==> src/rtl/mcc_pkg.sv <==
package mcc_pkg;
  localparam int OP_W     = 6;
  localparam int IR_BYTES = 4;
  localparam int ST_W     = 4;

  typedef enum logic [ST_W-1:0] {
    S_FB0   = 4'd0,
    S_FB1   = 4'd1,
    S_FB2   = 4'd2,
    S_FB3   = 4'd3,
    S_DEC   = 4'd4,
    S_ADDR  = 4'd5,
    S_LDACC = 4'd6,
    S_LDWB  = 4'd7,
    S_STACC = 4'd8,
    S_REXE  = 4'd9,
    S_RWB   = 4'd10,
    S_BRCH  = 4'd11,
    S_JUMP  = 4'd12
  } state_t;

  localparam logic [OP_W-1:0] OPC_RTYPE = 6'b000000;
  localparam logic [OP_W-1:0] OPC_BEQ   = 6'b000100;
  localparam logic [OP_W-1:0] OPC_JMP   = 6'b000010;
  localparam logic [OP_W-1:0] OPC_LB    = 6'b100000;
  localparam logic [OP_W-1:0] OPC_SB    = 6'b101000;

  localparam logic [1:0] PCS_ALU    = 2'd0;
  localparam logic [1:0] PCS_ALUREG = 2'd1;
  localparam logic [1:0] PCS_JT     = 2'd2;

  localparam logic [1:0] BSEL_REG = 2'd0;
  localparam logic [1:0] BSEL_ONE = 2'd1;
  localparam logic [1:0] BSEL_IMM = 2'd2;
  localparam logic [1:0] BSEL_OFF = 2'd3;

  localparam logic [1:0] AOP_ADD = 2'd0;
  localparam logic [1:0] AOP_SUB = 2'd1;
  localparam logic [1:0] AOP_FN  = 2'd2;

  typedef struct packed {
    logic                mem_rd;
    logic                mem_wr;
    logic                addr_sel;
    logic [IR_BYTES-1:0] ir_we;
    logic                pc_we;
    logic                pc_we_cond;
    logic [1:0]          pc_src;
    logic                alu_a_sel;
    logic [1:0]          alu_b_sel;
    logic [1:0]          alu_op;
    logic                dst_sel;
    logic                rf_we;
    logic                wb_sel;
  } ctrl_t;
endpackage

==> src/rtl/mcc_next.sv <==
module mcc_next
  import mcc_pkg::*;
(
  input  state_t              cur,
  input  logic [OP_W-1:0]     opcode,
  output state_t              nxt
);
  localparam state_t LAST_FETCH = state_t'(ST_W'(IR_BYTES - 1));

  always_comb begin
    nxt = S_FB0;
    if (cur == S_DEC) begin
      case (opcode)
        OPC_LB, OPC_SB: nxt = S_ADDR;
        OPC_RTYPE:      nxt = S_REXE;
        OPC_BEQ:        nxt = S_BRCH;
        OPC_JMP:        nxt = S_JUMP;
        default:        nxt = S_FB0;
      endcase
    end else if (cur == S_ADDR) begin
      if (opcode == OPC_LB)      nxt = S_LDACC;
      else if (opcode == OPC_SB) nxt = S_STACC;
      else                       nxt = S_FB0;
    end else if (cur == LAST_FETCH) begin
      nxt = S_DEC;
    end else if (cur < LAST_FETCH) begin
      nxt = state_t'(cur + 1'b1);
    end else begin
      case (cur)
        S_LDACC: nxt = S_LDWB;
        S_REXE:  nxt = S_RWB;
        default: nxt = S_FB0;
      endcase
    end
  end
endmodule

==> src/rtl/mcc_decode.sv <==
module mcc_decode
  import mcc_pkg::*;
(
  input  state_t st,
  output ctrl_t  c
);
  always_comb begin
    c = '0;
    for (int i = 0; i < IR_BYTES; i++) begin
      c.ir_we[i] = (st == state_t'(ST_W'(i)));
    end
    case (st)
      S_FB0, S_FB1, S_FB2, S_FB3: begin
        c.mem_rd    = 1'b1;
        c.alu_b_sel = BSEL_ONE;
        c.alu_op    = AOP_ADD;
        c.pc_we     = 1'b1;
        c.pc_src    = PCS_ALU;
      end
      S_DEC: begin
        c.alu_b_sel = BSEL_OFF;
        c.alu_op    = AOP_ADD;
      end
      S_ADDR: begin
        c.alu_a_sel = 1'b1;
        c.alu_b_sel = BSEL_IMM;
        c.alu_op    = AOP_ADD;
      end
      S_LDACC: begin
        c.mem_rd   = 1'b1;
        c.addr_sel = 1'b1;
      end
      S_LDWB: begin
        c.rf_we  = 1'b1;
        c.wb_sel = 1'b1;
      end
      S_STACC: begin
        c.mem_wr   = 1'b1;
        c.addr_sel = 1'b1;
      end
      S_REXE: begin
        c.alu_a_sel = 1'b1;
        c.alu_b_sel = BSEL_REG;
        c.alu_op    = AOP_FN;
      end
      S_RWB: begin
        c.rf_we   = 1'b1;
        c.dst_sel = 1'b1;
      end
      S_BRCH: begin
        c.alu_a_sel  = 1'b1;
        c.alu_b_sel  = BSEL_REG;
        c.alu_op     = AOP_SUB;
        c.pc_we_cond = 1'b1;
        c.pc_src     = PCS_ALUREG;
      end
      S_JUMP: begin
        c.pc_we  = 1'b1;
        c.pc_src = PCS_JT;
      end
      default: ;
    endcase
  end
endmodule

==> src/rtl/mcyc_ctrl.sv <==
module mcyc_ctrl
  import mcc_pkg::*;
#(
  parameter int OPW   = OP_W,
  parameter int NBYTE = IR_BYTES,
  parameter int SW    = ST_W
) (
  input  logic             clk,
  input  logic             rst,
  input  logic [OPW-1:0]   opcode,
  output logic [SW-1:0]    state_o,
  output logic             mem_rd,
  output logic             mem_wr,
  output logic             addr_sel,
  output logic [NBYTE-1:0] ir_we,
  output logic             pc_we,
  output logic             pc_we_cond,
  output logic [1:0]       pc_src,
  output logic             alu_a_sel,
  output logic [1:0]       alu_b_sel,
  output logic [1:0]       alu_op,
  output logic             dst_sel,
  output logic             rf_we,
  output logic             wb_sel
);
  state_t state_q;
  state_t nxt_raw;
  state_t nxt_eff;
  ctrl_t  ctrl_nxt;
  ctrl_t  ctrl_q;

  mcc_next u_next (
    .cur    (state_q),
    .opcode (opcode),
    .nxt    (nxt_raw)
  );

  assign nxt_eff = rst ? S_FB0 : nxt_raw;

  // Outputs decoded from the next state and registered, so they line up with state_q.
  mcc_decode u_dec (
    .st (nxt_eff),
    .c  (ctrl_nxt)
  );

  always_ff @(posedge clk) begin
    state_q <= nxt_eff;
    ctrl_q  <= ctrl_nxt;
  end

  assign state_o    = state_q;
  assign mem_rd     = ctrl_q.mem_rd;
  assign mem_wr     = ctrl_q.mem_wr;
  assign addr_sel   = ctrl_q.addr_sel;
  assign ir_we      = ctrl_q.ir_we;
  assign pc_we      = ctrl_q.pc_we;
  assign pc_we_cond = ctrl_q.pc_we_cond;
  assign pc_src     = ctrl_q.pc_src;
  assign alu_a_sel  = ctrl_q.alu_a_sel;
  assign alu_b_sel  = ctrl_q.alu_b_sel;
  assign alu_op     = ctrl_q.alu_op;
  assign dst_sel    = ctrl_q.dst_sel;
  assign rf_we      = ctrl_q.rf_we;
  assign wb_sel     = ctrl_q.wb_sel;
endmodule

==> config.mk <==
export PLATFORM = sky130hd
export DESIGN_NAME = mcyc_ctrl
export DESIGN_NICKNAME = d
export VERILOG_FILES = /design/src/rtl/mcc_pkg.sv /design/src/rtl/mcc_next.sv /design/src/rtl/mcc_decode.sv /design/src/rtl/mcyc_ctrl.sv
export SDC_FILE = /design/constraint.sdc
export NUM_CORES = 1
export LEC_CHECK = 0
export BUFFER_PORTS_ARGS = -buffer_cell sky130_fd_sc_hd__buf_2
export CAP_MARGIN = 15
export CORE_UTILIZATION = 44
export DETAILED_ROUTE_END_ITERATION = 8
export PLACE_DENSITY = 0.79
export SETUP_SLACK_MARGIN = 0.05
export SLEW_MARGIN = 30
export SYNTH_ARGS = -nofsm -noshare
export SYNTH_HDL_FRONTEND = slang
export SYNTH_HIERARCHICAL = 1
export SYNTH_SLANG_ARGS = --single-unit
==> constraint.sdc <==
create_clock -name clk -period 2 [get_ports clk]
set_input_delay 0.4 -clock clk [delete_from_list [all_inputs] [get_ports clk]]
set_output_delay 0.4 -clock clk [all_outputs]
set_load 0.01 [all_outputs]
==> run_results.csv, run 1 <==
group,metric,value,unit
status,status,"complete, no violations",
setup_path,arrival,2.14,ns
global_routing,grt_first_pass_wirelength,3.17,mm
pwr,p_leak,0.000599,uW
clock_tree,cts_buffers,3,
timing,timing.final.crit_share,96.7,%
setup_path,crit_end,"alu_a_sel",
setup_path,timing.rr.end,"alu_a_sel",
detailed_routing,wl_per_cell,11.8,um
finish,insertedDiodeCount,0,
clock_tree,postCtsHoldBufs,0,
detailed_routing,routed_via_density,5.08,
placed_design,port_buffers,30,
setup_path,critPathLaunchType,"flip-flop",
floorplan,rows,16,
pwr,ir_worst_vdd,0.616,mV
synth,yosysTopAreaCell,"dfxtp_1",
setup_path,worstRegToRegCells,9,
timing,timing.hold.ws,0.389,ns
clock_tree,cts.sink_count,23,
clock_tree,clockBufferDepth,2,
synth,synth_seq_area_share,47.7,%
timing,setup_viol,0,
synth,synthCells,103,
floorplan,die_y,48.8,um
detailed_routing,wl,2.04,mm
clock_tree,clk_latency,0.30,ns
timing,finalHoldViolCount,0,
setup_path,cp-end-kind,"flip-flop",
synth,ys.flop_type,"dfxtp_1",
detailed_routing,num_vias,879,
timing,fin_ws,0.0652,ns
timing,slew_violations,0,
timing,post-route-min-period,1.93,ns
synth,yosys-top-cells-area,"dfxtp_1, nor2_1, ha_1",
setup_path,reg2reg_slack,0.07,ns
pwr,p_total,1550,uW
synth,async_flop_share,0,%
detailed_routing,first_iter_violations,21,
floorplan,start_util,48.2,%
synth,synth.avg_cell_area,9.37,um^2
floorplan,die_w,48.8,um
clock_tree,clkTransAtPathRegs,0.11,ns
synth,syn_nets,115,
synth,synth-edff-count,0,
clock_tree,h-tree-depth,1,
timing,setup-tns-final,0,ns
global_routing,grt_pass1_vias,749,
detailed_routing,drcViolationCount,0,
global_routing,antenna_found_initial,0,
synth,ys_ff_latch,23,
setup_path,required,2.20,ns
placed_design,gp_congestion,0.794,
synth,synth_area,965,um^2
global_routing,grt_max_degree,14,
finish,final_cell_mix,"buf_2, dfxtp_1, nor2_1",
detailed_routing,firstDrtPassIters,4,
timing,fmax,0.517,GHz
setup_path,path_max_fanout,5,
timing,tightest_slew,0.325,ns
floorplan,die_area,0.00238,mm^2
clock_tree,clockRootBuffer,"clkbuf_4",
setup_path,crit_start,"state_o[0]",
job,maxCapViolations,0,
setup_path,r2r_start,"state_o[0]",
finish,fillCellCount,173,
pwr,p_per_area,1120,mW/mm^2
floorplan,core,0.00200,mm^2
finish,fin_nets,159,
finish,final_common_cell,"buf_2",
synth,ys_types,35,
global_routing,overflow,0,
setup_path,critPathKind,"reg2reg",
finish,fin_util,69.1,%
global_routing,grt_usage,16.9,%
timing,timing.slew.headroom,78.3,%
detailed_routing,antenna_left,0,
synth,yosysTopAreaCellShare,47.7,%
timing,final.setup_skew,0.00298,ns
synth,yosys_warnings,6,
finish,drive_gt1_share,52.1,%
finish,areaGrowthSynthToFinish,43.3,%
timing,rsz0062_at_grt,"true",
floorplan,num_io_pins,31,
clock_tree,cts_tree,"done",
placed_design,pre_cts_slack,-0.0353,ns
placed_design,place_hpwl,1.49,mm
min_path,hold_class,"in2reg",
layer usage:
layer | routed length (um) | vias up | track usage (%)
li1 | - | 446 | -
met1 | 918 | 408 | 20.5
met5 | 0 | - | 0
met2 | 1030 | 23 | 30.3
met3 | 75 | 2 | 4.05
met4 | 15 | 0 | 2.94
cells by family after synthesis:
group,count (synthesis),share of synthesized area (%)
AO/OA/AOI/OAI,18,13.7
adder cells (fa/ha/maj),4,5.19
AND/OR/NAND/NOR,50,28.8
buffers and inverters,8,4.54
flip-flops,23,47.7
power by group:
part,leakage [uW],switching (uW),internal [uW]
logic,0.000393,368,373
clock network,0.0000177,127,74.7
registers,0.000189,58.7,544
final cells by class:
| class | instances | area, um^2 | area share [%] |
|---|---|---|---|
| multi-input combinational | 72 | 577 | 41.7 |
| sequential | 23 | 469 | 33.9 |
| timing repair buffer | 43 | 255 | 18.5 |
| tap | 27 | 33.8 | 2.44 |
| clock buffer | 3 | 22.5 | 1.63 |
| inverter | 4 | 20.0 | 1.45 |
| clock inverter | 1 | 5.00 | 0.362 |
synth_stat cells (2+ instances only):
master	number
nor2_1	18
o21ai_0	2
nor2b_1	8
a31oi_1	4
nand3b_1	2
nand2b_1	4
nor3_1	2
nand2_1	5
dfxtp_1	23
inv_1	4
ha_1	4
buf_2	2
o22ai_1	3
worst min path at each step:
stage | start | end | cells after the start
after floorplan | rst | state_o[2] | 1
after global placement | rst | state_o[0] | 2
after detailed placement | rst | state_o[0] | 2
after CTS | rst | state_o[1] | 2
after global routing | rst | state_o[1] | 2
final | rst | state_o[1] | 2
critical path, stage by stage, from the launching register on:
cell and delay (ns):
dfxtp_4 0.41, inv_4 0.05, ha_4 0.25, nor4b_2 0.22, a31oi_1 0.09, a31oi_1 0.20, nor2b_4 0.22, buf_4 0.14
nand2b_1 0.15, o22ai_1 0.10
through the flow:
stage / cell area, um^2 / cells
floorplan: 1000 / 103
global placement: 1240 / 168
detailed placement: 1240 / 168
CTS: 1280 / 172
global route: 1380 / 173
finish: 1380 / 173
sequential cells by signal, indices dropped and copies added, names as in the netlist, 2 cells and up:
name       count
ir_we          4
state_o        4
alu_op         2
pc_src         2
alu_b_sel      2
what timing repair did:
action | CTS | global route
cloned | 0 | 0
gates resized for setup | 4 | 20
endpoints found under the hold margin | 0 | 0
endpoints found under the setup margin | 15 | 19
buffers inserted | 0 | 1
pin swaps | 0 | 2
No activity file was read; power rests on OpenSTA's default activity.
==> inputs of run 2 (changes only) <==
RECOVER_POWER = 25   (was not set)
==> run 2 against run 1 <==
Compared with the run above: first-iteration DRC count fell by 4.8%; die area did not move; final area fell by 1.0%; cell count is the same; wire length up 0.73%; via count decreased by 1.0%; largest power group unchanged; fmax barely moved; critical endpoint unchanged; highest routed layer unchanged; sequential share of layout area rose by 0.34 points; largest cell class unchanged; flip-flop and latch count is the same; clock skew shrank 0.00062 ns; critical path depth stayed put; non-clock buffer count unchanged.
==> run_results.csv, run 2 (same netlist as run 1, synthesis figures left out) <==
group,metric,value,unit
floorplan,die_area,0.00238,mm^2
clock_tree,cts_buffers,3,
finish,final_common_cell,"dfxtp_1",
finish,fin_nets,159,
timing,slew_violations,0,
setup_path,required,2.20,ns
setup_path,path_max_fanout,5,
finish,fin_area,0.00137,mm^2
setup_path,critPathKind,"reg2reg",
timing,fmax,0.516,GHz
global_routing,grt_max_degree,14,
detailed_routing,antenna_left,0,
clock_tree,clk_latency,0.30,ns
global_routing,grt_pass1_vias,749,
clock_tree,clockBufferDepth,2,
detailed_routing,wl,2.06,mm
setup_path,crit_end,"alu_a_sel",
min_path,hold_class,"in2reg",
global_routing,overflow,0,
timing,setup_viol,0,
setup_path,timing.rr.end,"alu_a_sel",
timing,finalHoldViolCount,0,
clock_tree,h-tree-depth,1,
floorplan,rows,16,
global_routing,antenna_found_initial,0,
setup_path,crit_top_cell,"a31oi_1",
clock_tree,clkTransAtPathRegs,0.11,ns
floorplan,die_y,48.8,um
detailed_routing,firstDrtPassIters,4,
global_routing,grt_first_pass_wirelength,3.17,mm
detailed_routing,num_vias,870,
status,status,"complete, no violations",
finish,drive_gt1_share,44.5,%
setup_path,reg2reg_slack,0.06,ns
timing,final.setup_skew,0.00237,ns
placed_design,dp.cells,168,
finish,fillCellCount,175,
clock_tree,cts_tree,"done",
setup_path,cp-end-kind,"flip-flop",
timing,tightest_slew,0.320,ns
setup_path,critPathLaunchType,"flip-flop",
timing,post-route-min-period,1.94,ns
global_routing,grt_usage,16.9,%
setup_path,slowest_delay,0.41,ns
floorplan,die_w,48.8,um
finish,final_cell_mix,"dfxtp_1, buf_2, nor2_1",
finish,seqCellArea,469,um^2
setup_path,worstRegToRegCells,9,
placed_design,pre_cts_slack,-0.0353,ns
timing,timing.hold.ws,0.389,ns
finish,insertedDiodeCount,0,
placed_design,gp_congestion,0.794,
setup_path,arrival,2.14,ns
setup_path,cp_cell_sequence,"inv_4, ha_4, nor4b_2, a31oi_1, a31oi_1, nor2b_4, buf_4, nand2b_1, o22ai_1",
detailed_routing,first_iter_violations,20,
setup_path,crit_start,"state_o[0]",
floorplan,core,0.00200,mm^2
placed_design,port_buffers,30,
finish,fin_cells,173,
placed_design,place_hpwl,1.49,mm
detailed_routing,wl_per_cell,11.9,um
setup_path,cp_slowest_cell,"dfxtp_4",
detailed_routing,routed_via_density,5.03,
job,maxCapViolations,0,
detailed_routing,drcViolationCount,0,
timing,timing.slew.headroom,78.6,%
floorplan,num_io_pins,31,
finish,areaGrowthSynthToFinish,41.9,%
timing,rsz0062_at_grt,"true",
setup_path,r2r_start,"state_o[0]",
timing,fin_ws,0.0637,ns
finish,multi_input_area,577,um^2
floorplan,start_util,48.2,%
pwr,p_leak,0.000562,uW
timing,timing.final.crit_share,96.8,%
placed_design,placed_cell_area,0.00124,mm^2
clock_tree,clockRootBuffer,"clkbuf_4",
pwr,p_per_area,1120,mW/mm^2
pwr,ir_worst_vdd,0.617,mV
clock_tree,cts.sink_count,23,
clock_tree,postCtsHoldBufs,0,
## run 2: power by group
group | switching, uW | total [uW] | internal [uW]
clock | 127 | 202 | 74.7
combinational | 368 | 734 | 366
sequential | 59.7 | 604 | 544
## run 2: what timing repair did
item | in CTS | in global routing
pin swaps | 0 | 2
setup buffers | 0 | 1
setup endpoints to repair | 15 | 19
resized for setup | 4 | 20
## run 2: worst min path at each step
stage	startpoint	end	slack, ns	cells after the start
after floorplan	rst	state_o[2]	0.49	1
after CTS	rst	state_o[1]	0.34	2
final	rst	state_o[1]	0.39	2
after global placement	rst	state_o[0]	0.68	2
after detailed placement	rst	state_o[0]	0.69	2
after global routing	rst	state_o[1]	0.38	2
## run 2: through the flow
stage / setup TNS, ns / utilization, % / total power (uW)
detailed placement: -0.0772 / 62.1 / 1190
floorplan: 0 / - / 1000
global placement: 0 / 62.1 / 1180
CTS: 0 / 64.1 / 1420
global route: -0.0446 / 68.4 / 1640
finish: 0 / 68.4 / 1540
## run 2: cell type report
type / count / share of cell area [%]
Clock buffer: 3 / 1.65
Clock inverter: 1 / 0.366
Inverter: 4 / 1.46
Multi-Input combinational cell: 72 / 42.1
Sequential cell: 23 / 34.3
Tap cell: 27 / 2.47
Timing Repair Buffer: 43 / 17.6
## run 2: metal layers
layer	routed length [um]	track usage (%)
met4	15	2.94
met5	0	0
met2	1030	30.3
met1	942	20.5
met3	74	4.05
## run 2: worst max-delay path, delay by kind of cell (launching register included)
family | cells | cell delay [ns]
AOI/OAI and AO/OA | 3 | 0.39
adders and majority gates | 1 | 0.25
buffers and inverters | 2 | 0.19
DFF | 1 | 0.41
and+or+nand+nor | 3 | 0.59
==> inputs of run 3 (changes only) <==
CORE_ASPECT_RATIO = 0.7   (was not set)
==> run 3 against run 2 <==
Compared with the run above: the run now ends with design-rule violations left; via count shrank 0.69%; combinational power shrank 6.1%; wire length grew 7.1%; non-clock buffer count shrank 5; flip-flop and latch count is the same; critical endpoint is now ir_we[2].
==> run_results.csv, run 3 (same netlist as run 1, synthesis figures left out) <==
group,metric,value,unit
status,status,"finished, violations left",
status,violations,"design-rule violations",
timing,timing.hold.ws,0.506,ns
timing,timing.final.crit_share,94.7,%
detailed_routing,wl,2.20,mm
placed_design,port_buffers,30,
finish,fin_area,0.00128,mm^2
clock_tree,clkTransAtPathRegs,0.11,ns
detailed_routing,wl_per_cell,13.5,um
timing,rsz0062_at_grt,"false",
finish,fin_util,65.8,%
detailed_routing,drcViolationCount,2,
pwr,p_leak,0.000517,uW
placed_design,gp_congestion,0.875,
timing,timing.slew.headroom,75.5,%
setup_path,critPathLaunchType,"flip-flop",
finish,final_common_cell,"dfxtp_1",
clock_tree,clockRootBuffer,"clkbuf_4",
setup_path,path_max_fanout,5,
pwr,p_per_area,1150,mW/mm^2
global_routing,grt_usage,20.6,%
pwr,ir_worst_vdd,0.621,mV
setup_path,cp_top_family,"simple AND/OR/NAND/NOR gates",
finish,drive_gt1_share,41.8,%
floorplan,start_util,49.4,%
detailed_routing,firstDrtPassIters,6,
clock_tree,h-tree-depth,1,
timing,tightest_slew,0.367,ns
floorplan,die_y,41.2,um
global_routing,grt_max_degree,13,
setup_path,cp_cell_sequence,"inv_2, ha_4, or4b_1, o21ai_2, a2111oi_2, nor2b_4, or2_4, nor2_1",
floorplan,rows,13,
finish,fin_nets,154,
global_routing,overflow,0,
global_routing,grt_first_pass_wirelength,3.51,mm
placed_design,place_hpwl,1.66,mm
floorplan,core,0.00195,mm^2
setup_path,required,2.24,ns
setup_path,slowest_delay,0.54,ns
detailed_routing,antenna_left,0,
timing,final.setup_skew,0.00105,ns
clock_tree,clockBufferDepth,2,
clock_tree,cts.sink_count,23,
setup_path,cp_slowest_cell,"or4b_1",
timing,setup_viol,0,
clock_tree,cts_buffers,3,
clock_tree,cts_tree,"done",
clock_tree,postCtsHoldBufs,0,
finish,areaGrowthSynthToFinish,33.2,%
finish,insertedDiodeCount,0,
clock_tree,clk_latency,0.30,ns
floorplan,die_w,58.0,um
detailed_routing,num_vias,864,
min_path,hold_class,"in2reg",
timing,finalHoldViolCount,0,
placed_design,placed_cell_area,0.00121,mm^2
clock_tree,post_cts_buffers,0,
pwr,p_total,1470,uW
job,maxCapViolations,0,
setup_path,critPathKind,"reg2reg",
setup_path,path_buf_inv,1,
timing,fmax,0.528,GHz
timing,slew_violations,0,
floorplan,die_area,0.00239,mm^2
setup_path,arrival,2.14,ns
finish,final_cell_mix,"dfxtp_1, buf_2, nor2_1",
floorplan,num_io_pins,31,
detailed_routing,routed_via_density,5.30,
detailed_routing,first_iter_violations,33,
timing,post-route-min-period,1.89,ns
setup_path,cp-end-kind,"flip-flop",
global_routing,antenna_found_initial,0,
global_routing,grt_pass1_vias,790,
-- run 3: per-layer routing --
metal | share of wire, % | track usage [%] | up-vias
met1 | 42 | 24.9 | 391
met5 | 0 | 0 | -
met4 | 1.2 | 8.93 | 0
li1 | - | - | 430
met2 | 48 | 35.1 | 39
met3 | 9.2 | 6.31 | 4
-- run 3: what timing repair did --
item                                    in CTS  in global routing
gates cloned                                 0                  0
endpoints found under the setup margin      14                 19
pin swaps                                    0                  1
gates resized for setup                      4                 15
-- run 3: worst register-to-register path, stage by stage (launching register included) --
cell	delay, ns
dfxtp_4	0.38
inv_2	0.05
ha_4	0.15
or4b_1	0.54
o21ai_2	0.11
a2111oi_2	0.07
nor2b_4	0.16
or2_4	0.28
nor2_1	0.10
-- run 3: final cells by class --
cell class | instances | area [um^2]
sequential | 23 | 468
timing repair buffer | 38 | 200
inverter | 4 | 15.0
fill | 177 | 667
multi-input combinational | 72 | 548
tap | 22 | 27.5
clock buffer | 4 | 26.3
-- run 3: per-stage QoR --
step | setup slack [ns] | setup TNS (ns) | std cells
6_report | 0.107 | 0 | 163
5_1_grt | 0.0432 | 0 | 163
4_1_cts | 0.0428 | 0 | 163
3_5_place_dp | -0.114 | -0.631 | 159
3_3_place_gp | -0.0403 | -0.0963 | 159
2_1_floorplan | 0.0584 | 0 | 103
-- run 3: power by group --
group / internal, uW / switching (uW)
combinational: 322 / 366
sequential: 542 / 42.6
clock: 77.7 / 121
-- run 3: path summary, 6_finish.rpt --
check,from,to,slack [ns],cells after the start
setup / recovery,state_o[0],ir_we[2],0.11,8
hold / removal,rst,state_o[2],0.51,3
setup reg to reg,state_o[0],ir_we[2],0.11,8
hold reg to reg,state_o[0],state_o[0],0.91,5
